===== src/rtl/tlb_prot_pkg.sv =====
package tlb_prot_pkg;
  typedef struct packed {
    logic rd;
    logic wr;
    logic dirty;
    logic usr;
  } tlb_perm_t;
endpackage


===== src/rtl/tlb_match.sv =====
module tlb_match #(
  parameter int ENTRIES = 32,
  parameter int VPN_W   = 20,
  localparam int IDX_W  = $clog2(ENTRIES)
) (
  input  logic [ENTRIES-1:0]            valid_i,
  input  logic [ENTRIES-1:0][VPN_W-1:0] tag_i,
  input  logic [VPN_W-1:0]              vpn_i,
  output logic [ENTRIES-1:0]            match_o,
  output logic                          any_o,
  output logic [IDX_W-1:0]              idx_o
);
  for (genvar g = 0; g < ENTRIES; g++) begin : g_cmp
    assign match_o[g] = valid_i[g] && (tag_i[g] == vpn_i);
  end

  assign any_o = |match_o;

  // at most one line matches, so OR-encode is exact
  always_comb begin
    idx_o = '0;
    for (int i = 0; i < ENTRIES; i++) begin
      if (match_o[i]) idx_o = idx_o | IDX_W'(i);
    end
  end
endmodule


===== src/rtl/tlb_perm_chk.sv =====
module tlb_perm_chk
  import tlb_prot_pkg::*;
(
  input  tlb_perm_t perm_i,
  input  logic      write_i,
  input  logic      user_i,
  output logic      ok_o
);
  logic rw_ok, mode_ok;
  assign rw_ok   = write_i ? perm_i.wr : perm_i.rd;
  assign mode_ok = !user_i || perm_i.usr;
  assign ok_o    = rw_ok && mode_ok;
endmodule


===== src/rtl/tlb_victim.sv =====
module tlb_victim #(
  parameter int ENTRIES = 32,
  localparam int IDX_W  = $clog2(ENTRIES)
) (
  input  logic               clk_i,
  input  logic               rst_ni,
  input  logic [ENTRIES-1:0] valid_i,
  input  logic               alloc_i,
  output logic [IDX_W-1:0]   victim_o
);
  logic [IDX_W-1:0] rr_q, free_idx, rr_nxt;
  logic             full;

  assign full = &valid_i;

  always_comb begin
    free_idx = '0;
    for (int i = ENTRIES - 1; i >= 0; i--) begin
      if (!valid_i[i]) free_idx = IDX_W'(i);
    end
  end

  assign rr_nxt   = (rr_q == IDX_W'(ENTRIES - 1)) ? '0 : rr_q + 1'b1;
  assign victim_o = full ? rr_q : free_idx;

  always_ff @(posedge clk_i or negedge rst_ni) begin
    if (!rst_ni)              rr_q <= '0;
    else if (alloc_i && full) rr_q <= rr_nxt;
  end


  first_free_chk: assert property (@(posedge clk_i) disable iff (!rst_ni)
    (alloc_i && !full) |-> !valid_i[victim_o]);


  rr_step_chk: assert property (@(posedge clk_i) disable iff (!rst_ni)
    (alloc_i && full) |=> (rr_q == (($past(rr_q) == IDX_W'(ENTRIES - 1)) ? '0 : $past(rr_q) + 1'b1)));


  rr_hold_chk: assert property (@(posedge clk_i) disable iff (!rst_ni)
    (alloc_i && !full) |=> $stable(rr_q));
endmodule


===== src/rtl/tlb_prot.sv =====
module tlb_prot
  import tlb_prot_pkg::*;
#(
  parameter int ENTRIES = 32,
  parameter int VA_W    = 32,
  parameter int PA_W    = 32,
  parameter int OFF_W   = 12,
  localparam int VPN_W  = VA_W - OFF_W,
  localparam int PPN_W  = PA_W - OFF_W,
  localparam int IDX_W  = $clog2(ENTRIES)
) (
  input  logic             clk_i,
  input  logic             rst_ni,
  input  logic             flush_i,
  input  logic             req_valid_i,
  input  logic [VA_W-1:0]  req_va_i,
  input  logic             req_write_i,
  input  logic             req_user_i,
  output logic             hit_o,
  output logic [PA_W-1:0]  pa_o,
  output logic             fault_o,
  output logic             miss_o,
  output logic [VPN_W-1:0] walk_vpn_o,
  output logic             entry_dirty_o,
  input  logic             fill_valid_i,
  input  logic [VPN_W-1:0] fill_vpn_i,
  input  logic [PPN_W-1:0] fill_ppn_i,
  input  logic             fill_rd_i,
  input  logic             fill_wr_i,
  input  logic             fill_dirty_i,
  input  logic             fill_usr_i
);
  logic [ENTRIES-1:0]            valid_q;
  logic [ENTRIES-1:0][VPN_W-1:0] vpn_q;
  logic [ENTRIES-1:0][PPN_W-1:0] ppn_q;
  tlb_perm_t                     perm_q [ENTRIES];

  logic [ENTRIES-1:0] match_vec;
  logic               match_any, perm_ok, lookup_match, alloc, set_dirty;
  logic [IDX_W-1:0]   hit_idx, victim;
  tlb_perm_t          sel_perm;
  logic [VPN_W-1:0]   req_vpn;

  assign req_vpn = req_va_i[VA_W-1:OFF_W];

  tlb_match #(.ENTRIES(ENTRIES), .VPN_W(VPN_W)) u_match (
    .valid_i (valid_q),
    .tag_i   (vpn_q),
    .vpn_i   (req_vpn),
    .match_o (match_vec),
    .any_o   (match_any),
    .idx_o   (hit_idx)
  );

  assign sel_perm = perm_q[hit_idx];

  tlb_perm_chk u_perm (
    .perm_i  (sel_perm),
    .write_i (req_write_i),
    .user_i  (req_user_i),
    .ok_o    (perm_ok)
  );

  assign alloc = fill_valid_i && !flush_i;

  tlb_victim #(.ENTRIES(ENTRIES)) u_victim (
    .clk_i    (clk_i),
    .rst_ni   (rst_ni),
    .valid_i  (valid_q),
    .alloc_i  (alloc),
    .victim_o (victim)
  );

  assign lookup_match  = req_valid_i && match_any;
  assign hit_o         = lookup_match && perm_ok;
  assign fault_o       = lookup_match && !perm_ok;
  assign miss_o        = req_valid_i && !match_any;
  assign walk_vpn_o    = req_vpn;
  assign pa_o          = hit_o ? {ppn_q[hit_idx], req_va_i[OFF_W-1:0]} : '0;
  assign entry_dirty_o = lookup_match && sel_perm.dirty;
  assign set_dirty     = hit_o && req_write_i && !sel_perm.dirty;

  always_ff @(posedge clk_i or negedge rst_ni) begin
    if (!rst_ni)      valid_q <= '0;
    else if (flush_i) valid_q <= '0;
    else if (alloc)   valid_q[victim] <= 1'b1;
  end

  // refill is assigned last so it overrides a dirty update to the same slot
  always_ff @(posedge clk_i) begin
    if (set_dirty) perm_q[hit_idx].dirty <= 1'b1;
    if (alloc) begin
      vpn_q[victim]  <= fill_vpn_i;
      ppn_q[victim]  <= fill_ppn_i;
      perm_q[victim] <= '{rd: fill_rd_i, wr: fill_wr_i, dirty: fill_dirty_i, usr: fill_usr_i};
    end
  end


  single_match_chk: assert property (@(posedge clk_i) disable iff (!rst_ni)
    $onehot0(match_vec));


  fill_lands_chk: assert property (@(posedge clk_i) disable iff (!rst_ni)
    alloc |=> valid_q[$past(victim)]);


  dirty_set_chk: assert property (@(posedge clk_i) disable iff (!rst_ni)
    (hit_o && req_write_i && !fill_valid_i) |=> perm_q[$past(hit_idx)].dirty);


  flush_clear_chk: assert property (@(posedge clk_i) disable iff (!rst_ni)
    flush_i |=> (valid_q == '0));


  fault_no_pa_chk: assert property (@(posedge clk_i) disable iff (!rst_ni)
    fault_o |-> (pa_o == '0) && !miss_o);
endmodule


===== config.mk =====
export PLATFORM = sky130hd
export DESIGN_NAME = tlb_prot
export DESIGN_NICKNAME = d
export VERILOG_FILES = /design/src/rtl/tlb_prot_pkg.sv /design/src/rtl/tlb_match.sv /design/src/rtl/tlb_perm_chk.sv /design/src/rtl/tlb_victim.sv /design/src/rtl/tlb_prot.sv
export SDC_FILE = /design/constraint.sdc
export NUM_CORES = 2
export LEC_CHECK = 0
export ABC_AREA = 1
export BUFFER_PORTS_ARGS = -buffer_cell sky130_fd_sc_hd__buf_4
export CORE_MARGIN = 4
export CORE_UTILIZATION = 41
export DETAILED_ROUTE_END_ITERATION = 8
export GPL_ROUTABILITY_DRIVEN = 0
export PLACE_DENSITY = 0.59
export SETUP_SLACK_MARGIN = 0.05
export SYNTH_ARGS = -nofsm -noshare
export SYNTH_HDL_FRONTEND = slang
export SYNTH_SLANG_ARGS = --single-unit

===== constraint.sdc =====
create_clock -name clk_i -period 11.3 [get_ports clk_i]
set_input_delay 1.13 -clock clk_i [delete_from_list [all_inputs] [get_ports clk_i]]
set_output_delay 1.13 -clock clk_i [all_outputs]
set_load 0.005 [all_outputs]

# [Word-level counts from Yosys, hierarchy flattened]
# Memories as Yosys holds them, arrays and structs flattened.
# Index checks and enable logic that the tools add are counted.
[word_totals] register_bits=1317 ramBits=128 in_bits=83 elab_cells=239 memories=1
[classes] add_sub_neg=1 order_cmp=3 eq_ne=33 n_mux=82 n_bitwise=1 n_reduce_logical=52
[memory_table] name="perm_q" depth=32 width=4 rd=1 rd_ports_with_merged_regs=0 wr=2 line_no="tlb_prot.sv:36" text="tlb_perm_t perm_q [ENTRIES];"
[op_table] op="bitwise mux 640 bit" n=2
[op_table] op="== test 20 bit" n=32
[op_table] op="two-way mux 5 bit" n=50
[op_table] op="two-way mux 32 bit" n=4
[op_table] op="binary-select mux 20 bit (select 5 bit)" n=1
[op_table] op="demux 20 bit (select 5 bit)" n=1
[op_table] op="logical AND 1 bit" n=43
[op_table] op="two-way mux 20 bit" n=2
[op_table] op="two-way mux 4 bit" n=8
[op_table] op="bitwise OR 32 bit" n=1
[op_table] op="AND reduction 32 bit" n=1
[op_table] op="OR reduction 32 bit" n=1
[op_table] op="less-than comparator 5 x 6 -> 1 bit (second input constant)" n=2
[op_table] op="two-way mux 3 bit" n=4
[op_table] op="two-way mux 1 bit" n=7
[op_table] op="adder 5 x 1 -> 5 bit (second input constant)" n=1
[op_table] op="demux 1 bit (select 5 bit)" n=1
[op_table] op="== test 5 bit (second input constant)" n=1
[op_table] op=">= comparator 5 x 1 -> 1 bit (second input constant)" n=1
[op_table] op="zero test 1 bit" n=5
[op_table] op="two-way mux 2 bit" n=2
[op_table] op="nonzero test 2 bit" n=1
[op_table] op="logical OR 1 bit" n=1

# [Longest topological paths before layout]
[logic_depth] word_depth=41 mapped_depth=37

# [Cells and area by module]
# A second synthesis with hierarchy kept.
[unflattened] cells_unflattened=5386 area_unflattened_um2=61482.7
[modules_own_cells] mod="tlb_prot" instances=1 cells_each=2853 area_each_um2=50093.0
[modules_own_cells] mod="tlb_match" instances=1 cells_each=2411 area_each_um2=10749.1
[modules_own_cells] mod="tlb_victim" instances=1 cells_each=115 area_each_um2=609.3
[modules_own_cells] mod="tlb_perm_chk" instances=1 cells_each=7 area_each_um2=31.3

# [Worst setup path after synthesis]
# OpenSTA, ideal clock, no wires.
[synth_timing] path_kind="input port to output port" start="input req_va_i[17]" end="output pa_o[10]" t_arrival_ns=3.681 required_time_ns=10.170 path_slack_ns=6.489 path_stages=25 n_path_buf=6 path_cell_list="buf_4 -> inv_2 -> buf_6 -> buf_2 -> o21ai_1 -> nor4_1 -> nand4_1 -> nand2_1 -> nor2_1 -> nand2_2 -> nor2_8 -> nand2_1 -> buf_6 -> buf_4 -> o22ai_1 -> o21ai_1 -> nand2_1 -> nor2_1 -> nand3_1 -> nand2_2 -> nand2_1 -> nor2_4 -> inv_2 -> buf_4 -> nor2_1"
[synth_via] elab_chain_len=38 word_cells_on_any_way=103
[synth_rtl] element="from (decl)" line_no="tlb_prot.sv:16" text="input logic [VA_W-1:0] req_va_i,"
[synth_rtl] element="== test 20 bit" line_no="tlb_match.sv:14" text="assign match_o[g] = valid_i[g] && (tag_i[g] == vpn_i);"
[synth_rtl] element="logical AND 1 bit" line_no="tlb_match.sv:14"
[synth_rtl] element="two-way mux 1 bit" line_no="tlb_match.sv:23" text="if (match_o[i]) idx_o = idx_o | IDX_W'(i);"
[synth_rtl] element="two-way mux 2 bit (2 in series)" line_no="tlb_match.sv:23"
[synth_rtl] element="two-way mux 3 bit (4 in series)" line_no="tlb_match.sv:23"
[synth_rtl] element="two-way mux 4 bit (8 in series)" line_no="tlb_match.sv:23"
[synth_rtl] element="two-way mux 5 bit (16 in series)" line_no="tlb_match.sv:23"
[synth_rtl] element="memory read (32 x 4 bit)"
[synth_rtl] element="two-way mux 1 bit or logical OR 1 bit (tied branches)" line_no="tlb_perm_chk.sv:10, tlb_perm_chk.sv:11"
[synth_rtl] element="logical AND 1 bit" line_no="tlb_perm_chk.sv:12" text="assign ok_o = rw_ok && mode_ok;"
[synth_rtl] element="logical AND 1 bit (*)" line_no="tlb_prot.sv:75" text="assign hit_o = lookup_match && perm_ok;"
[synth_rtl] element="net hit_o" line_no="tlb_prot.sv:19" text="output logic hit_o,"
[synth_rtl] element="two-way mux 32 bit (*)" line_no="tlb_prot.sv:79" text="assign pa_o = hit_o ? {ppn_q[hit_idx], req_va_i[OFF_W-1:0]} : '0;"
[synth_rtl] element="to (decl)" line_no="tlb_prot.sv:20" text="output logic [PA_W-1:0] pa_o,"
# The timed path passes the listed nets; every way through them passes the cells marked *.

# [Final worst setup path]
[layout_timing] start="input req_va_i[25]" end="output pa_o[30]"
[layout_via] elab_chain_len=38 word_cells_on_any_way=105
[layout_rtl] element="== test 20 bit" line_no="tlb_match.sv:14"
[layout_rtl] element="logical AND 1 bit" line_no="tlb_match.sv:14"
[layout_rtl] element="two-way mux 1 bit" line_no="tlb_match.sv:23"
[layout_rtl] element="two-way mux 2 bit (2 in series)" line_no="tlb_match.sv:23"
[layout_rtl] element="two-way mux 3 bit (4 in series)" line_no="tlb_match.sv:23"
[layout_rtl] element="two-way mux 4 bit (8 in series)" line_no="tlb_match.sv:23"
[layout_rtl] element="two-way mux 5 bit (16 in series)" line_no="tlb_match.sv:23"
[layout_rtl] element="memory read (32 x 4 bit)"
[layout_rtl] element="two-way mux 1 bit or logical OR 1 bit (tied branches)" line_no="tlb_perm_chk.sv:10, tlb_perm_chk.sv:11"
[layout_rtl] element="logical AND 1 bit" line_no="tlb_perm_chk.sv:12"
[layout_rtl] element="logical AND 1 bit" line_no="tlb_prot.sv:75"
[layout_rtl] element="two-way mux 32 bit (*)" line_no="tlb_prot.sv:79"
# Mark *: on every way between the ends. The rest lies on a longest branch, timed or not. The select of a mux whose other input is x is not followed.

==> implementation parameters <==
Parameter                              Value

Critical path
  CP Data Arrival Time ... around 7.2 ns
  Worst-path fanout max ... 71
  Crit path buf inv count ... 7
  CP max-delay cell ... sky130_fd_sc_hd__buf_4
  Element type at the critical path end ... output pin
  Required arrival time at the worst endpoint ... 10.17 ns
  Kind of cell adding the most delay to the critical path ... buffers and inverters
  Kind of launch point of the worst setup path ... primary input
  Dominant cell type by count on the critical path ... sky130_fd_sc_hd__buf_4
  Largest stage delay on the critical path ... roughly 0.64 ns
  Kind of critical path ... primary input to output pin
  Cell-by-cell trace of the critical path ... buf_4, inv_2, buf_4, nand2_1, o21ai_1, nor2_1, o2111ai_1, nor2_1, nand3b_1, nand2_1, nor2_1, nand2_2, nor2_8, nor2_4, inv_6, buf_4, buf_4, o22ai_1, o21ai_0, nand4_1, nor3_2, buf_4

STA
  Final number of setup-violating endpoints ... 0
  Setup repair after global routing missed its margin ... no
  Worst Max-Slew Pin Slew ... between 1 and 1.5 ns
  Time the final worst path needs with I/O delays and setup ... between 8 and 9 ns
  Crit share post-route ... between 70 and 80%
  Max-slew headroom at the worst pin ... between 30 and 40%
  Clk_skew ... between 0.07 and 0.08 ns
  Highest achievable clock rate ... around 0.12 GHz
  Number of hold-slack violations in the final timing report ... 0
  Setup total negative slack ... 0 ns
  Pins Over Slew Limit ... 0

Status
  Result of the run ... complete, no violations

GRT
  First-pass GRT wire length ... between 200000 and 300000 µm
  Overflow after GRT ... 0
  Largest net degree at the start of global routing ... between 100 and 150
  Initial antenna violation count ... 9
  Total global routing track utilization ... around a quarter
  Via count of the first global-routing pass ... between 30000 and 40000

Detailed routing
  Total via count after detailed routing ... 38700
  Via count normalized by instance count ... around 6
  Post-detailed-routing wire length ... around 190000 µm
  Number of iterations in the first detailed-routing pass ... 7
  Wire length per cell ... approximately 30 µm
  Post-detailed-route count of antenna-violating nets ... 0
  Count of unresolved DRC violations after routing ... 0
  Number of DRC markers after the initial detailed-route iteration ... between 5000 and 6000

Synthesis
  Number of flops mapped to enable cells by yosys ... 1376
  Cell type contributing the most total cell area after synthesis ... sky130_fd_sc_hd__edfxtp_1
  Area contributors post-synth ... sky130_fd_sc_hd__edfxtp_1 (70%), sky130_fd_sc_hd__o22ai_1 (4.5%), sky130_fd_sc_hd__nand2_1 (3.8%), sky130_fd_sc_hd__o21ai_0 (2.8%), sky130_fd_sc_hd__xnor2_1 (2.1%)
  Synthesized area divided by synthesized cell count ... 13.5 µm²
  Library cell with the highest instance count after synthesis ... sky130_fd_sc_hd__edfxtp_1
  Flip-flop and latch count after synthesis ... about 1400
  Cell area after technology mapping ... about 59000 µm²
  Commonest cells in the synthesized netlist ... sky130_fd_sc_hd__edfxtp_1 (1376), sky130_fd_sc_hd__nand2_1 (601), sky130_fd_sc_hd__o22ai_1 (420)
  Gate count after technology mapping ... 4350
  Predominant post-synthesis flop cell ... sky130_fd_sc_hd__edfxtp_1
  Post-synth ARST share ... under 10%
  Yosys top cell area share ... between 70% and 80%
  Yosys synthesis warning count ... 0
  Post-synthesis sequential area ratio ... 73.0%
  Post-synth net total ... around 4400
  Number of library cell types mapped by synthesis ... 55

Finish
  Antenna cell count ... 0
  Share of cells above drive strength 1 ... 12.0%
  Area delta synth->final ... 12.3%
  NumNets Final ... around 4500
  Finished Cell Area ... approximately 66000 µm²
  Final std cells w/o fill ... approximately 6500

Pwr
  Portion of total power attributed to combinational logic ... under 10%
  Total power after layout ... ~11000 µW
  Worst ir drop on vdd ... 0.156 mV
  Leakage ... around 0.022 µW
  Switch share ... around 22%
  Clk pwr share ... around 43%
  Int Pwr ... between 8000 and 9000 µW
  Switching power summed over all nets ... around 2500 µW
  Sequential power share ... between 50 and 60%
  Power density over the cells ... 168 nW/µm²

Die
  Floorplan row count ... around 140
  Initial Util ... 41.4%
  Die area ... approximately 150000 µm²
  Core area ... about 140000 µm²
  Count of boundary I/O pins ... roughly 140
  DIE HEIGHT ... 387 µm
  Die Wd ... between 300 and 400 µm

Run
  Number of max-capacitance violations reported ... 0

Clock tree
  # Post-CTS Setup Buffers ... 0
  Root buffer selected by CTS ... sky130_fd_sc_hd__clkbuf_16
  Clock slew at reported path FFs ... roughly 0.060 ns
  H-tree lvl count ... 4
  Number of instances resized during post-cts repair ... 0
  TritonCTS buffer count ... 150
  Number of buffers added to fix hold violations after cts ... 0
  Max clock buf depth ... 3
  Num Clock Sinks ... between 1000 and 1500
  Clock Latency Late Sink ... a little over 0.8 ns
  Clock tree from TritonCTS ... yes

Placed design
  Cell count after placement ... ~6200
  Placed wire-length estimate ... 103000 µm
  Total of buffers placed on input and output ports ... ~140
  Area after detailed placement ... between 60000 and 70000 µm²

Hold path
  Kind of path behind the tightest hold check ... primary input to asynchronous set/reset pin
## worst reg2reg max path: cells and delay by family (launching register included)
family,cells,cell delay [ns]
AND/OR/NAND/NOR,33,3.08
buffers and inverters,4,1.78
flip-flops,1,0.38
## layer usage
metal	track usage (%)	part of all wire, %	up-vias
met5	0	0.014	-
met4	8.61	3.6	4
met3	4.79	10	366
met2	39.1	46	2210
met1	35.2	40	19600
li1	-	-	16500
## logic make-up (layout without fill, tap and decap cells)
group / count (synthesis) / in the layout / synth area share (%)
DFF: 1445 / 1445 / 73.0
and+or+nand+nor: 1270 / 1270 / 10.1
AOI/OAI and AO/OA: 976 / 976 / 10.1
buffers and inverters: 460 / 675 / 3.87
xor gates and xnor gates: 197 / 197 / 2.94
adders and majority gates: 2 / 2 / 0.0426
## layout make-up
cell class	count	area (µm²)
clock inverter	71	788
sequential	1445	42900
clock buffer	194	3960
multi-input combinational	2445	13700
timing repair buffer	206	1570
tap	1890	2360
fill	12500	75900
inverter	204	776
## through the flow
stage	hold slack, ns	worst slack [ns]	util, %
global route	0.337	2.74	46.5
CTS	0.288	3.04	46.5
finish	0.331	2.93	46.5
global placement	0.504	3.14	43.2
floorplan	0.464	6.49	-
detailed placement	0.520	3.04	43.2
## power by group through the flow
stage / sequential, µW / clock (µW) / combinational [µW]
floorplan: 6000 / 0 / 192
CTS: 5880 / 4860 / 410
detailed placement: 6000 / 0 / 409
global route: 5880 / 5110 / 439
finish: 5880 / 4820 / 418
global placement: 6000 / 0 / 407
## state kept, by name, summed over array words and instances, names as in the netlist
| name | count |
|---|---|
| perm_q | 128 |
| ppn_q | 640 |
| u_victim.rr_q | 5 |
| valid_q | 32 |
| vpn_q | 640 |
## final timing paths
check	depth (start not counted)	startpoint	endpoint	slack, ns
min in group clk_i	2	u_victim.rr_q[1]	u_victim.rr_q[1]	0.53
setup reg to reg	37	valid_q[31]	ppn_q[468]	5.63
hold reg to reg	2	u_victim.rr_q[1]	u_victim.rr_q[1]	0.53
hold / removal	1	rst_ni	valid_q[25]	0.33
setup / recovery	22	req_va_i[25]	pa_o[30]	2.93
max in group asynchronous	1	rst_ni	valid_q[14]	10.58
## cell usage in the layout, fill, tap and decap left out, types with 16 or more instances in the layout
master,n
sky130_fd_sc_hd__nand2_1,600
sky130_fd_sc_hd__nor3_1,21
sky130_fd_sc_hd__or2_2,22
sky130_fd_sc_hd__nor2_1,214
sky130_fd_sc_hd__xnor2_1,144
sky130_fd_sc_hd__inv_1,147
sky130_fd_sc_hd__nand4_1,160
sky130_fd_sc_hd__o21bai_2,22
sky130_fd_sc_hd__dfrtp_1,37
sky130_fd_sc_hd__buf_4,204
sky130_fd_sc_hd__o21ai_1,66
sky130_fd_sc_hd__xor2_1,53
sky130_fd_sc_hd__a211oi_1,20
sky130_fd_sc_hd__inv_2,53
sky130_fd_sc_hd__a21oi_1,26
sky130_fd_sc_hd__o22ai_1,420
sky130_fd_sc_hd__nor3_2,19
sky130_fd_sc_hd__nor4_1,45
sky130_fd_sc_hd__clkbuf_1,40
sky130_fd_sc_hd__nand3_1,104
sky130_fd_sc_hd__a22o_1,42
sky130_fd_sc_hd__clkbuf_16,150
sky130_fd_sc_hd__or2_0,21
sky130_fd_sc_hd__o21ai_0,323
sky130_fd_sc_hd__o2111ai_1,16
sky130_fd_sc_hd__clkinv_1,32
sky130_fd_sc_hd__edfxtp_1,1376
sky130_fd_sc_hd__dfxtp_1,32
Note: power is estimated with default switching activity, not from simulation.
